--- src/rtl/i2c_mon_pkg.sv ---
package i2c_mon_pkg;

    typedef enum logic [2:0] {
        ST_IDLE       = 3'd0,
        ST_SHIFT      = 3'd1,
        ST_ACK        = 3'd2,
        ST_SHIFT_LOST = 3'd3,
        ST_ACK_LOST   = 3'd4
    } mon_state_e;

endpackage

--- src/rtl/i2c_mon_sync.sv ---
module i2c_mon_sync #(
    parameter int   STAGES  = 2,
    parameter logic RST_VAL = 1'b1
) (
    input  logic clk,
    input  logic rst_n,
    input  logic d,
    output logic q
);

    logic [STAGES-1:0] chain;

    for (genvar g = 0; g < STAGES; g++) begin : g_stage
        if (g == 0) begin : g_first
            always_ff @(posedge clk or negedge rst_n) begin
                if (!rst_n) chain[0] <= RST_VAL;
                else        chain[0] <= d;
            end
        end else begin : g_next
            always_ff @(posedge clk or negedge rst_n) begin
                if (!rst_n) chain[g] <= RST_VAL;
                else        chain[g] <= chain[g-1];
            end
        end
    end

    assign q = chain[STAGES-1];

endmodule

--- src/rtl/i2c_mon_front.sv ---
module i2c_mon_front #(
    parameter int SYNC_STAGES = 2
) (
    input  logic clk,
    input  logic rst_n,
    input  logic scl_in,
    input  logic sda_in,
    output logic sda_s,
    output logic scl_rise
);

    localparam int NLINES = 2;

    logic [NLINES-1:0] raw;
    logic [NLINES-1:0] synced;
    logic              scl_prev;

    assign raw = {sda_in, scl_in};

    for (genvar i = 0; i < NLINES; i++) begin : g_line
        i2c_mon_sync #(
            .STAGES (SYNC_STAGES),
            .RST_VAL(1'b1)
        ) u_sync (
            .clk  (clk),
            .rst_n(rst_n),
            .d    (raw[i]),
            .q    (synced[i])
        );
    end

    always_ff @(posedge clk or negedge rst_n) begin
        if (!rst_n) scl_prev <= 1'b1;
        else        scl_prev <= synced[0];
    end

    assign sda_s    = synced[1];
    assign scl_rise = synced[0] & ~scl_prev;

endmodule

--- src/rtl/i2c_mon_seq.sv ---
module i2c_mon_seq
    import i2c_mon_pkg::*;
#(
    parameter int DATA_BITS = 8
) (
    input  logic clk,
    input  logic rst_n,
    input  logic if_en,
    input  logic soft_rst,
    input  logic dat_wr,
    input  logic bit_stb,
    input  logic ack_en,
    input  logic arb_hit,
    output logic data_phase,
    output logic ack_phase,
    output logic lost,
    output logic last_bit,
    output logic byte_drop
);

    localparam int             CW       = (DATA_BITS > 1) ? $clog2(DATA_BITS) : 1;
    localparam logic [CW-1:0]  LAST_IDX = CW'(DATA_BITS - 1);

    mon_state_e     state, state_nx;
    logic [CW-1:0]  cnt, cnt_nx;
    logic           hold;

    assign hold = !if_en || soft_rst;

    // state register
    always_ff @(posedge clk or negedge rst_n) begin
        if (!rst_n) begin
            state <= ST_IDLE;
            cnt   <= '0;
        end else begin
            state <= state_nx;
            cnt   <= cnt_nx;
        end
    end

    // next state
    always_comb begin
        state_nx = state;
        cnt_nx   = cnt;
        if (hold) begin
            state_nx = ST_IDLE;
            cnt_nx   = '0;
        end else if (dat_wr) begin
            state_nx = ST_SHIFT;
            cnt_nx   = '0;
        end else begin
            unique case (state)
                ST_IDLE: begin
                end
                ST_SHIFT: begin
                    if (bit_stb && cnt == LAST_IDX) begin
                        cnt_nx   = '0;
                        state_nx = ack_en ? ST_ACK : ST_IDLE;
                    end else begin
                        if (bit_stb) cnt_nx = cnt + 1'b1;
                        if (arb_hit) state_nx = ST_SHIFT_LOST;
                    end
                end
                ST_SHIFT_LOST: begin
                    if (bit_stb) begin
                        if (cnt == LAST_IDX) begin
                            cnt_nx   = '0;
                            state_nx = ack_en ? ST_ACK_LOST : ST_IDLE;
                        end else begin
                            cnt_nx = cnt + 1'b1;
                        end
                    end
                end
                ST_ACK, ST_ACK_LOST: begin
                    if (bit_stb) state_nx = ST_IDLE;
                end
                default: begin
                    state_nx = ST_IDLE;
                    cnt_nx   = '0;
                end
            endcase
        end
    end

    // outputs
    always_comb begin
        data_phase = (state == ST_SHIFT) || (state == ST_SHIFT_LOST);
        ack_phase  = (state == ST_ACK)   || (state == ST_ACK_LOST);
        lost       = (state == ST_SHIFT_LOST) || (state == ST_ACK_LOST);
        last_bit   = (cnt == LAST_IDX);
        byte_drop  = !hold && !dat_wr && bit_stb &&
                     (((state == ST_SHIFT_LOST) && last_bit && !ack_en) ||
                      (state == ST_ACK_LOST));
    end

endmodule

--- src/rtl/i2c_mon_flags.sv ---
module i2c_mon_flags (
    input  logic clk,
    input  logic rst_n,
    input  logic if_en,
    input  logic soft_rst,
    input  logic dat_wr,
    input  logic mode_wr,
    input  logic mode_mst,
    input  logic mode_trx,
    input  logic ack_en,
    input  logic scl_rise,
    input  logic sda_s,
    input  logic sda_drive,
    input  logic data_phase,
    input  logic ack_phase,
    input  logic lost,
    input  logic last_bit,
    input  logic byte_drop,
    output logic arb_hit,
    output logic lrb,
    output logic al,
    output logic trx,
    output logic mst
);

    logic al_clr;
    logic lrb_take;

    assign al_clr   = !if_en || soft_rst || dat_wr;
    assign arb_hit  = !al_clr && data_phase && !lost && mst && trx &&
                      scl_rise && sda_drive && !sda_s;
    assign lrb_take = scl_rise &&
                      ((data_phase && last_bit && !ack_en) ||
                       (ack_phase && ack_en));

    always_ff @(posedge clk or negedge rst_n) begin
        if (!rst_n)        lrb <= 1'b0;
        else if (dat_wr)   lrb <= 1'b0;
        else if (lrb_take) lrb <= sda_s;
    end

    always_ff @(posedge clk or negedge rst_n) begin
        if (!rst_n)       al <= 1'b0;
        else if (al_clr)  al <= 1'b0;
        else if (arb_hit) al <= 1'b1;
    end

    always_ff @(posedge clk or negedge rst_n) begin
        if (!rst_n) begin
            trx <= 1'b0;
            mst <= 1'b0;
        end else if (mode_wr) begin
            trx <= mode_trx;
            mst <= mode_mst;
        end else begin
            if (arb_hit)   trx <= 1'b0;
            if (byte_drop) mst <= 1'b0;
        end
    end

endmodule

--- src/rtl/i2c_arb_ack_mon.sv ---
module i2c_arb_ack_mon #(
    parameter int SYNC_STAGES = 2,
    parameter int DATA_BITS   = 8
) (
    input  logic clk,
    input  logic rst_n,
    input  logic scl_in,
    input  logic sda_in,
    input  logic sda_drive,
    input  logic bit_stb,
    input  logic ack_en,
    input  logic dat_wr,
    input  logic mode_wr,
    input  logic mode_mst,
    input  logic mode_trx,
    input  logic if_en,
    input  logic soft_rst,
    output logic lrb_flag,
    output logic al_flag,
    output logic trx_flag,
    output logic mst_flag,
    output logic sda_out
);

    logic sda_s, scl_rise;
    logic data_phase, ack_phase, lost, last_bit, byte_drop, arb_hit;

    i2c_mon_front #(.SYNC_STAGES(SYNC_STAGES)) u_front (
        .clk     (clk),
        .rst_n   (rst_n),
        .scl_in  (scl_in),
        .sda_in  (sda_in),
        .sda_s   (sda_s),
        .scl_rise(scl_rise)
    );

    i2c_mon_seq #(.DATA_BITS(DATA_BITS)) u_seq (
        .clk       (clk),
        .rst_n     (rst_n),
        .if_en     (if_en),
        .soft_rst  (soft_rst),
        .dat_wr    (dat_wr),
        .bit_stb   (bit_stb),
        .ack_en    (ack_en),
        .arb_hit   (arb_hit),
        .data_phase(data_phase),
        .ack_phase (ack_phase),
        .lost      (lost),
        .last_bit  (last_bit),
        .byte_drop (byte_drop)
    );

    i2c_mon_flags u_flags (
        .clk       (clk),
        .rst_n     (rst_n),
        .if_en     (if_en),
        .soft_rst  (soft_rst),
        .dat_wr    (dat_wr),
        .mode_wr   (mode_wr),
        .mode_mst  (mode_mst),
        .mode_trx  (mode_trx),
        .ack_en    (ack_en),
        .scl_rise  (scl_rise),
        .sda_s     (sda_s),
        .sda_drive (sda_drive),
        .data_phase(data_phase),
        .ack_phase (ack_phase),
        .lost      (lost),
        .last_bit  (last_bit),
        .byte_drop (byte_drop),
        .arb_hit   (arb_hit),
        .lrb       (lrb_flag),
        .al        (al_flag),
        .trx       (trx_flag),
        .mst       (mst_flag)
    );

    // stop pulling SDA low once arbitration is lost
    assign sda_out = sda_drive | lost;

endmodule

--- config.mk ---
export PLATFORM = sky130hd
export DESIGN_NAME = i2c_arb_ack_mon
export DESIGN_NICKNAME = d
export VERILOG_FILES = /design/src/rtl/i2c_mon_pkg.sv /design/src/rtl/i2c_mon_sync.sv /design/src/rtl/i2c_mon_front.sv /design/src/rtl/i2c_mon_seq.sv /design/src/rtl/i2c_mon_flags.sv /design/src/rtl/i2c_arb_ack_mon.sv
export SDC_FILE = /design/constraint.sdc
export NUM_CORES = 1
export LEC_CHECK = 0
export ABC_AREA = 1
export BUFFER_PORTS_ARGS = -buffer_cell sky130_fd_sc_hd__buf_2
export CORE_UTILIZATION = 40
export CTS_CLUSTER_SIZE = 40
export DETAILED_ROUTE_END_ITERATION = 10
export PLACE_DENSITY = 0.72
export SYNTH_ARGS = -nofsm -noshare
export SYNTH_HDL_FRONTEND = slang
export SYNTH_HIERARCHICAL = 1
export SYNTH_SLANG_ARGS = --single-unit
--- constraint.sdc ---
create_clock -name clk -period 2.9 [get_ports clk]
set_input_delay 0 -clock clk [delete_from_list [all_inputs] [get_ports clk]]
set_output_delay 0 -clock clk [all_outputs]
set_load 0.05 [all_outputs]
==> summary.md, run 1 <==
| Metric | Value |
|---|---|
| Outcome | finished clean |
| GR Overflow Total | 0 |
| CTS Root Cell | clkbuf_4 |
| Clock Skew | ~4.8 ps |
| Std-Cell Rows | 17 |
| Die Area | about 2600 um^2 |
| Fin Setup TNS | 0 ps |
| TritonCTS clock tree | yes |
| Worst reg-to-reg setup slack | ~800 ps |
| Starting Density | 42.6% |
| VDD IR-drop max | 0.302 mV |
| CTS sink cnt | 15 |
| Die Y | around 50 um |
| Top cells by area, synth | dfrtp_1 (26%), nand2_1 (15%), dfstp_2 (14%) |
| Vias in the first global route | slightly above 800 |
| Nets | 178 |
| 1st-iter DRT viols | 18 |
| CP endpoint kind | register |
| Total CTS buffers | 3 |
| #FFs+latches synth | 15 |
| Worst-path cell chain | nand2_1 -> nor2_2 -> nand3_1 -> a211oi_1 -> nor2_1 -> a22o_1 -> dlygate4sd3_1 |
| Residual DRC | 0 |
| Final wirelength | a little over 2000 um |
| # IOs | 18 |
| Synth Net Count | approximately 150 |
| Critical Path Start Type | register |
| CP bufs+invs | 1 |
| R2R Path End | u_flags/mst$_DFFE_PN0P_ |
| Logic pwr share | between 10% and 20% |
| EDFF count, synth | 0 |
| Hold Vio Cnt, Final | 0 |
| Area of the core | roughly 2200 um^2 |
| Psw | between 0.0001 and 0.00015 W |
| Final Wtd Congestion | roughly 0.90 |
| Commonest cells in the netlist | nand2_1 (37), inv_1 (22), nand3_1 (13), dfrtp_1 (10), nor2_1 (10) |
| I/O Buffers | 17 |
| Post-synth top area share | 26.3% |
| Hold Crit Start | if_en |
| Pwr dens | around 360 nW/um^2 |
| Slew headroom | 78.3% |
| Asr flop ratio synth | 100% |
| Worst reg2reg path startpoint | u_seq/state[1]$_DFFE_PN0P_ |
| Post-CTS Resized | 0 |
| Data arrival time of the worst path | about 2300 ps |
| Cell leakage power | ~0.6 nW |
| HP Class | primary input to register |
| Clock Latency Late Sink | between 200 and 300 ps |
| Vias per cell | 4.77 |
| Tcrit/Tclk final | just over 70% |
| Synth area leader | dfrtp_1 |
| Min Tclk post-route | between 2000 and 2500 ps |
| Final core occ | 52.8% |
| Switching Share | roughly 30% |
| Fmax | around 480 MHz |
| Hold depth | 3 |
| Mapped Area | between 900 and 1000 um^2 |
| Hold endpoint | u_flags/al$_DFFE_PN0P_ |
| Pint | between 0.0003 and 0.0004 W |
| Fillers | about 220 |
| Buffer depth of the longest clock path | 2 |
| Largest net degree at the start of global routing | 16 |
| First-pass iteration count of the detailed router | 4 |
| Avg Cell Area, Syn | between 7 and 8 um^2 |
| Top FF cell, synth | dfrtp_1 |
| Setup violators final | 0 |
| Max-slew violation count | 0 |
| Clock Power Share | 27.7% |
| Synth cell types | 22 |
| CP max FO | 7 |
| Critical path data required time | around 3000 ps |
| Ant diodes | 0 |
| ANT nets after route | 0 |
| First-pass GRT wire length | 3480 um |
| Reg2Reg Depth | 7 |
| Crit path largest cell delay | around 560 ps |
| Slowest cell on the critical path | dlygate4sd3_1 |
| Fin worst setup slack | ~800 ps |
| Critical path's top delay family | buffers and inverters |
| Sequential power share | approximately 53% |
| Count leader, synth | nand2_1 |
| Maxcap violations | 0 |
| Power Total | ~0.00043 W |
| Detailed placement HPWL | between 1500 and 2000 um |
| Initial antenna violation count | 0 |
| Hold_ws | about 45 ps |
| RSZ-0062 raised after global routing | no |
| Post-synthesis cell count | 132 |
| H-Tree Depth | 1 |
| Layout cells sized above 1 | 27.3% |
| Clock transition at path regs | 90 ps |
| Register area share after synthesis | roughly 40% |
| Via count | about 900 |
| Worst-margin pin slew | ~330 ps |
| P&R area growth vs syn | 23.9% |
| Die W | a little over 50 um |
| DR WL/cell | approximately 11 um |
| Setup WS pre-CTS | around 1200 ps |
| Ys Warns | 6 |
| Tot GR Track Use | ~18% |
| Crit Path Class | register to register |
==> final cells by class <==
class	count	area, um^2	area share, %
sequential	15	382	32.3
multi-input combinational	93	479	40.6
clock inverter	1	5.00	0.424
inverter	24	91.3	7.74
clock buffer	3	22.5	1.91
tap	28	35.0	2.97
timing repair buffer	25	165	14.0
==> metal layers <==
metal	up-vias	GRT usage [%]	routed length, um
li1	470	-	-
met5	-	0	0
met3	4	1.82	54
met1	409	25.5	1060
met4	0	8.33	27
met2	18	26.9	881
==> what timing repair did <==
item / 4_1_cts / 5_1_grt
endpoints found under the hold margin: 19 / 0
hold buffers: 8 / 0
buffers inserted: 0 / 0
==> power groups by stage <==
stage | sequential [W] | clock, W | combinational (W)
6_report | 0.000227 | 0.000119 | 0.0000838
3_5_place_dp | 0.000231 | 0 | 0.0000736
2_1_floorplan | 0.000242 | 0 | 0.0000340
5_1_grt | 0.000228 | 0.000132 | 0.0000928
3_3_place_gp | 0.000230 | 0 | 0.0000730
4_1_cts | 0.000227 | 0.000125 | 0.0000835
==> cell usage in the layout, fill, tap and decap left out, drive strengths merged <==
master	netlist	layout
nand2	40	40
inv	23	23
nor2	19	19
buf	0	17
nand3	16	16
dfrtp	10	10
dlygate4sd3	0	8
dfstp	5	5
nor3	5	5
o21ai	4	4
clkbuf	0	3
ha	3	3
clkinv	1	2
a21oi	2	2
nand4	1	1
a22o	1	1
a211oi	1	1
o211ai	1	1
==> cell families (layout without fill, tap and decap cells) <==
family          count (synthesis)  count (layout)  synth area share [%]
fa+ha+maj                       3               3                  3.94
simple gates                   81              81                  40.7
flops                          15              15                  40.1
buf+inv                        24              53                  9.59
compound gates                  9               9                  5.65
==> worst max path at each step <==
stage	from	to	depth (start not counted)
5_1_grt	u_seq/state[1]$_DFFE_PN0P_	u_flags/mst$_DFFE_PN0P_	7
3_3_place_gp	u_seq/state[1]$_DFFE_PN0P_	u_seq/state[1]$_DFFE_PN0P_	14
3_5_place_dp	u_seq/state[1]$_DFFE_PN0P_	u_seq/state[1]$_DFFE_PN0P_	14
6_report	u_seq/state[1]$_DFFE_PN0P_	u_flags/mst$_DFFE_PN0P_	7
4_1_cts	u_seq/state[1]$_DFFE_PN0P_	u_flags/mst$_DFFE_PN0P_	7
2_1_floorplan	u_seq/state[1]$_DFFE_PN0P_	u_seq/state[2]$_DFFE_PN0P_	14
==> through the flow <==
stage,cell area [um^2],instances
2_1_floorplan,952,132
3_3_place_gp,1070,177
3_5_place_dp,1070,177
4_1_cts,1180,189
5_1_grt,1180,189
6_report,1180,189
==> sequential cells by signal (all words and copies together), names as in the netlist, 2 cells and up <==
register and cells:
u_seq/cnt 3, u_front/g_line.u_sync/chain 2, u_front/g_line.u_sync/q 2, u_seq/state 3
==> worst register-to-register path, cell delays in order, from the launching register on <==
cell           delay [ps]
dfrtp_1               490
nand2_1               100
nor2_2                180
nand3_1               100
a211oi_1              290
nor2_1                 80
a22o_1                190
dlygate4sd3_1         560
(Power assumes the default switching activity.)
==> run 2, diff against run 1 <==
--- a/config.mk
+++ b/config.mk
@@ -10,7 +10,7 @@
 export CORE_UTILIZATION = 40
 export CTS_CLUSTER_SIZE = 40
 export DETAILED_ROUTE_END_ITERATION = 10
-export PLACE_DENSITY = 0.72
+export PLACE_DENSITY = 0.74
 export SYNTH_ARGS = -nofsm -noshare
 export SYNTH_HDL_FRONTEND = slang
 export SYNTH_HIERARCHICAL = 1
==> constraint.sdc (replaced) <==
create_clock -name clk -period 1.9 [get_ports clk]
set_input_delay 0 -clock clk [delete_from_list [all_inputs] [get_ports clk]]
set_output_delay 0 -clock clk [all_outputs]
set_load 0.05 [all_outputs]
==> summary.md, run 2 (synthesis gave the netlist of run 1 again) <==
| Metric | Value |
|---|---|
| VDD IR-drop max | 0.368 mV (was 0.302 mV) |
| Residual DRC | 0 (unchanged) |
| Final Wtd Congestion | 0.916 (was 0.900) |
| DR WL/cell | 11.9 um (was 10.7 um) |
| Cell leakage power | 0.631 nW (was 0.613 nW) |
| Largest net degree at the start of global routing | 16 (unchanged) |
| Slew headroom | 77.4% (was 78.3%) |
| CP max FO | 6 (was 7) |
| Starting Density | 42.6% (unchanged) |
| Die Y | 50.8 um (unchanged) |
| First-pass iteration count of the detailed router | 4 (unchanged) |
| HP Class | primary input to register (unchanged) |
| TritonCTS clock tree | yes (unchanged) |
| Hold Vio Cnt, Final | 0 (unchanged) |
| Final wirelength | 2290 um (was 2030 um) |
| Area of the core | 2230 um^2 (unchanged) |
| Tot GR Track Use | 19.1% (was 17.9%) |
| Total CTS buffers | 3 (unchanged) |
| Fmax | 553 MHz (was 476 MHz) |
| Setup WS pre-CTS | 195 ps (was 1190 ps) |
| Layout cells sized above 1 | 34.5% (was 27.3%) |
| I/O Buffers | 17 (unchanged) |
| CTS Root Cell | clkbuf_4 (unchanged) |
| Die W | 50.8 um (unchanged) |
| Detailed placement HPWL | 1530 um (was 1560 um) |
| Buffer depth of the longest clock path | 2 (unchanged) |
| Commonest non-fill, non-tap cell in the layout | nand2_1 (unchanged) |
| Clock transition at path regs | 100 ps (was 90 ps) |
| Std-Cell Rows | 17 (unchanged) |
| Register area | 384 um^2 (was 382 um^2) |
| Tcrit/Tclk final | 95.1% (was 72.4%) |
| 1st-iter DRT viols | 26 (was 18) |
| Top flop regs | u_seq/cnt x3, u_seq/state x3 (unchanged) |
| First-pass GRT wire length | 3590 um (was 3480 um) |
| Clock Latency Late Sink | 290 ps (was 280 ps) |
| Psw | 0.000215 W (was 0.000128 W) |
| Design Area, Final | 1230 um^2 (was 1180 um^2) |
| Fin Setup TNS | 0 ps (unchanged) |
| Clock Power Share | 28.9% (was 27.7%) |
| Vias in the first global route | 897 (was 809) |
| Switching Share | 31.7% (was 29.9%) |
| Critical Path Start Type | register (unchanged) |
| Clock Skew | 3.82 ps (was 4.79 ps) |
| H-Tree Depth | 1 (unchanged) |
| Nets | 182 (was 178) |
| Pint | 0.000463 W (was 0.000301 W) |
| Min Tclk post-route | 1810 ps (was 2100 ps) |
| Max-slew violation count | 0 (unchanged) |
| CTS sink cnt | 15 (unchanged) |
| P&R area growth vs syn | 29.4% (was 23.9%) |
| # IOs | 18 (unchanged) |
| Most frequent cells in the layout | nand2_1 (35), inv_1 (19), buf_2 (17), nand3_1 (11), nor2_1 (10) (was nand2_1 (37), inv_1 (22), buf_2 (17), nand3_1 (13)) |
| Combined area of the multi-input logic cells | 499 um^2 (was 479 um^2) |
| Maxcap violations | 0 (unchanged) |
| Vias per cell | 5.12 (was 4.77) |
| Via count | 989 (was 901) |
| Critical path data required time | 2080 ps (was 3070 ps) |
| Sequential power share | 51.0% (was 52.8%) |
| ANT nets after route | 0 (unchanged) |
| Fin worst setup slack | 92.3 ps (was 801 ps) |
| GR Overflow Total | 0 (unchanged) |
| Data arrival time of the worst path | 1990 ps (was 2270 ps) |
| Pwr dens | 550 nW/um^2 (was 364 nW/um^2) |
| Fillers | 216 (was 217) |
| CP endpoint kind | register (unchanged) |
| Post-placement cell area | 1070 um^2 (unchanged) |
| Initial antenna violation count | 0 (unchanged) |
| Logic pwr share | 20.0% (was 19.5%) |
| Ant diodes | 0 (unchanged) |
| Crit Path Class | register to register (unchanged) |
| Die Area | 2580 um^2 (unchanged) |
| Setup violators final | 0 (unchanged) |
| Worst-margin pin slew | 339 ps (was 325 ps) |
| Outcome | finished clean (unchanged) |
==> run 2: cell types whose count changed in the layout (fill, tap and decap cells not counted) <==
| cell | before | now |
|---|---|---|
| nor2_2 | 8 | 7 |
| nand3_2 | 3 | 5 |
| inv_1 | 22 | 19 |
| dfrtp_2 | 0 | 2 |
| nand2_1 | 37 | 35 |
| nand2_2 | 3 | 5 |
| inv_2 | 1 | 4 |
| buf_4 | 0 | 4 |
| dfrtp_1 | 10 | 8 |
| nand3_1 | 13 | 11 |
| nor2_4 | 1 | 2 |
==> run 2: routing by layer <==
layer / share of wire [%] / up-vias / global-route usage, % / wire length, um
met5: 0 / - / 0 / 0
met4: 2.7 / 0 / 11.1 / 61
met3: 3.9 / 8 / 3.94 / 89
met2: 48 / 23 / 31.3 / 1110
met1: 45 / 478 / 22.8 / 1030
li1: - / 480 / - / -
==> run 2: per-stage QoR <==
step	hold slack, ps	instances	power, W	util [%]
global route	42.3	193	0.000713	55.2
finish	33.9	193	0.000677	55.2
CTS	23.7	189	0.000672	52.8
floorplan	-296	132	0.000422	-
global placement	-80.6	177	0.000462	48.0
detailed placement	-70.6	177	0.000464	48.0
==> run 2: area by class of cell <==
| cell class | instances | share of cell area, % |
|---|---|---|
| Clock buffer | 3 | 1.83 |
| Clock inverter | 1 | 0.406 |
| Inverter | 24 | 7.41 |
| Multi-Input combinational cell | 93 | 40.5 |
| Sequential cell | 15 | 31.2 |
| Tap cell | 28 | 2.84 |
| Timing Repair Buffer | 29 | 15.8 |
==> run 2: worst paths after layout <==
kind	from	slack, ps	end	cells after the start
worst min register to register	u_front/g_line[0].u_sync/chain[0]$_DFF_PN1_	360	u_front/g_line[0].u_sync/q$_DFF_PN1_	0
worst min-delay path	if_en	30	u_flags/al$_DFFE_PN0P_	3
max in group asynchronous	rst_n	1470	u_front/g_line[1].u_sync/q$_DFF_PN1_	2
worst max register to register	u_seq/state[2]$_DFFE_PN0P_	90	u_flags/trx$_DFFE_PN0P_	9
worst max-delay path	u_seq/state[2]$_DFFE_PN0P_	90	u_flags/trx$_DFFE_PN0P_	9
min in group asynchronous	rst_n	130	u_seq/state[0]$_DFFE_PN0P_	2
==> run 2: power by group through the flow <==
stage / Clock [W] / Combinational (W) / Sequential, W
global route: 0.000218 / 0.000148 / 0.000347
global placement: 0 / 0.000112 / 0.000351
CTS: 0.000201 / 0.000126 / 0.000345
detailed placement: 0 / 0.000113 / 0.000351
finish: 0.000196 / 0.000136 / 0.000346
floorplan: 0 / 0.0000520 / 0.000370
==> run 2: repair_timing <==
action / in CTS / in global routing
endpoints found under the hold margin: 19 / 0
buffers inserted: 0 / 4
setup endpoints to repair: 0 / 4
gates resized for setup: 0 / 10
hold buffers: 8 / 0
==> run 2: critical path, cell delays in order, from the launching register on <==
cell,delay (ps)
dfrtp_2,490
inv_1,110
nand2_2,100
inv_2,90
nand3_2,90
nor2_2,110
nand2_1,70
nand2_1,60
nand2_1,40
dlygate4sd3_1,550
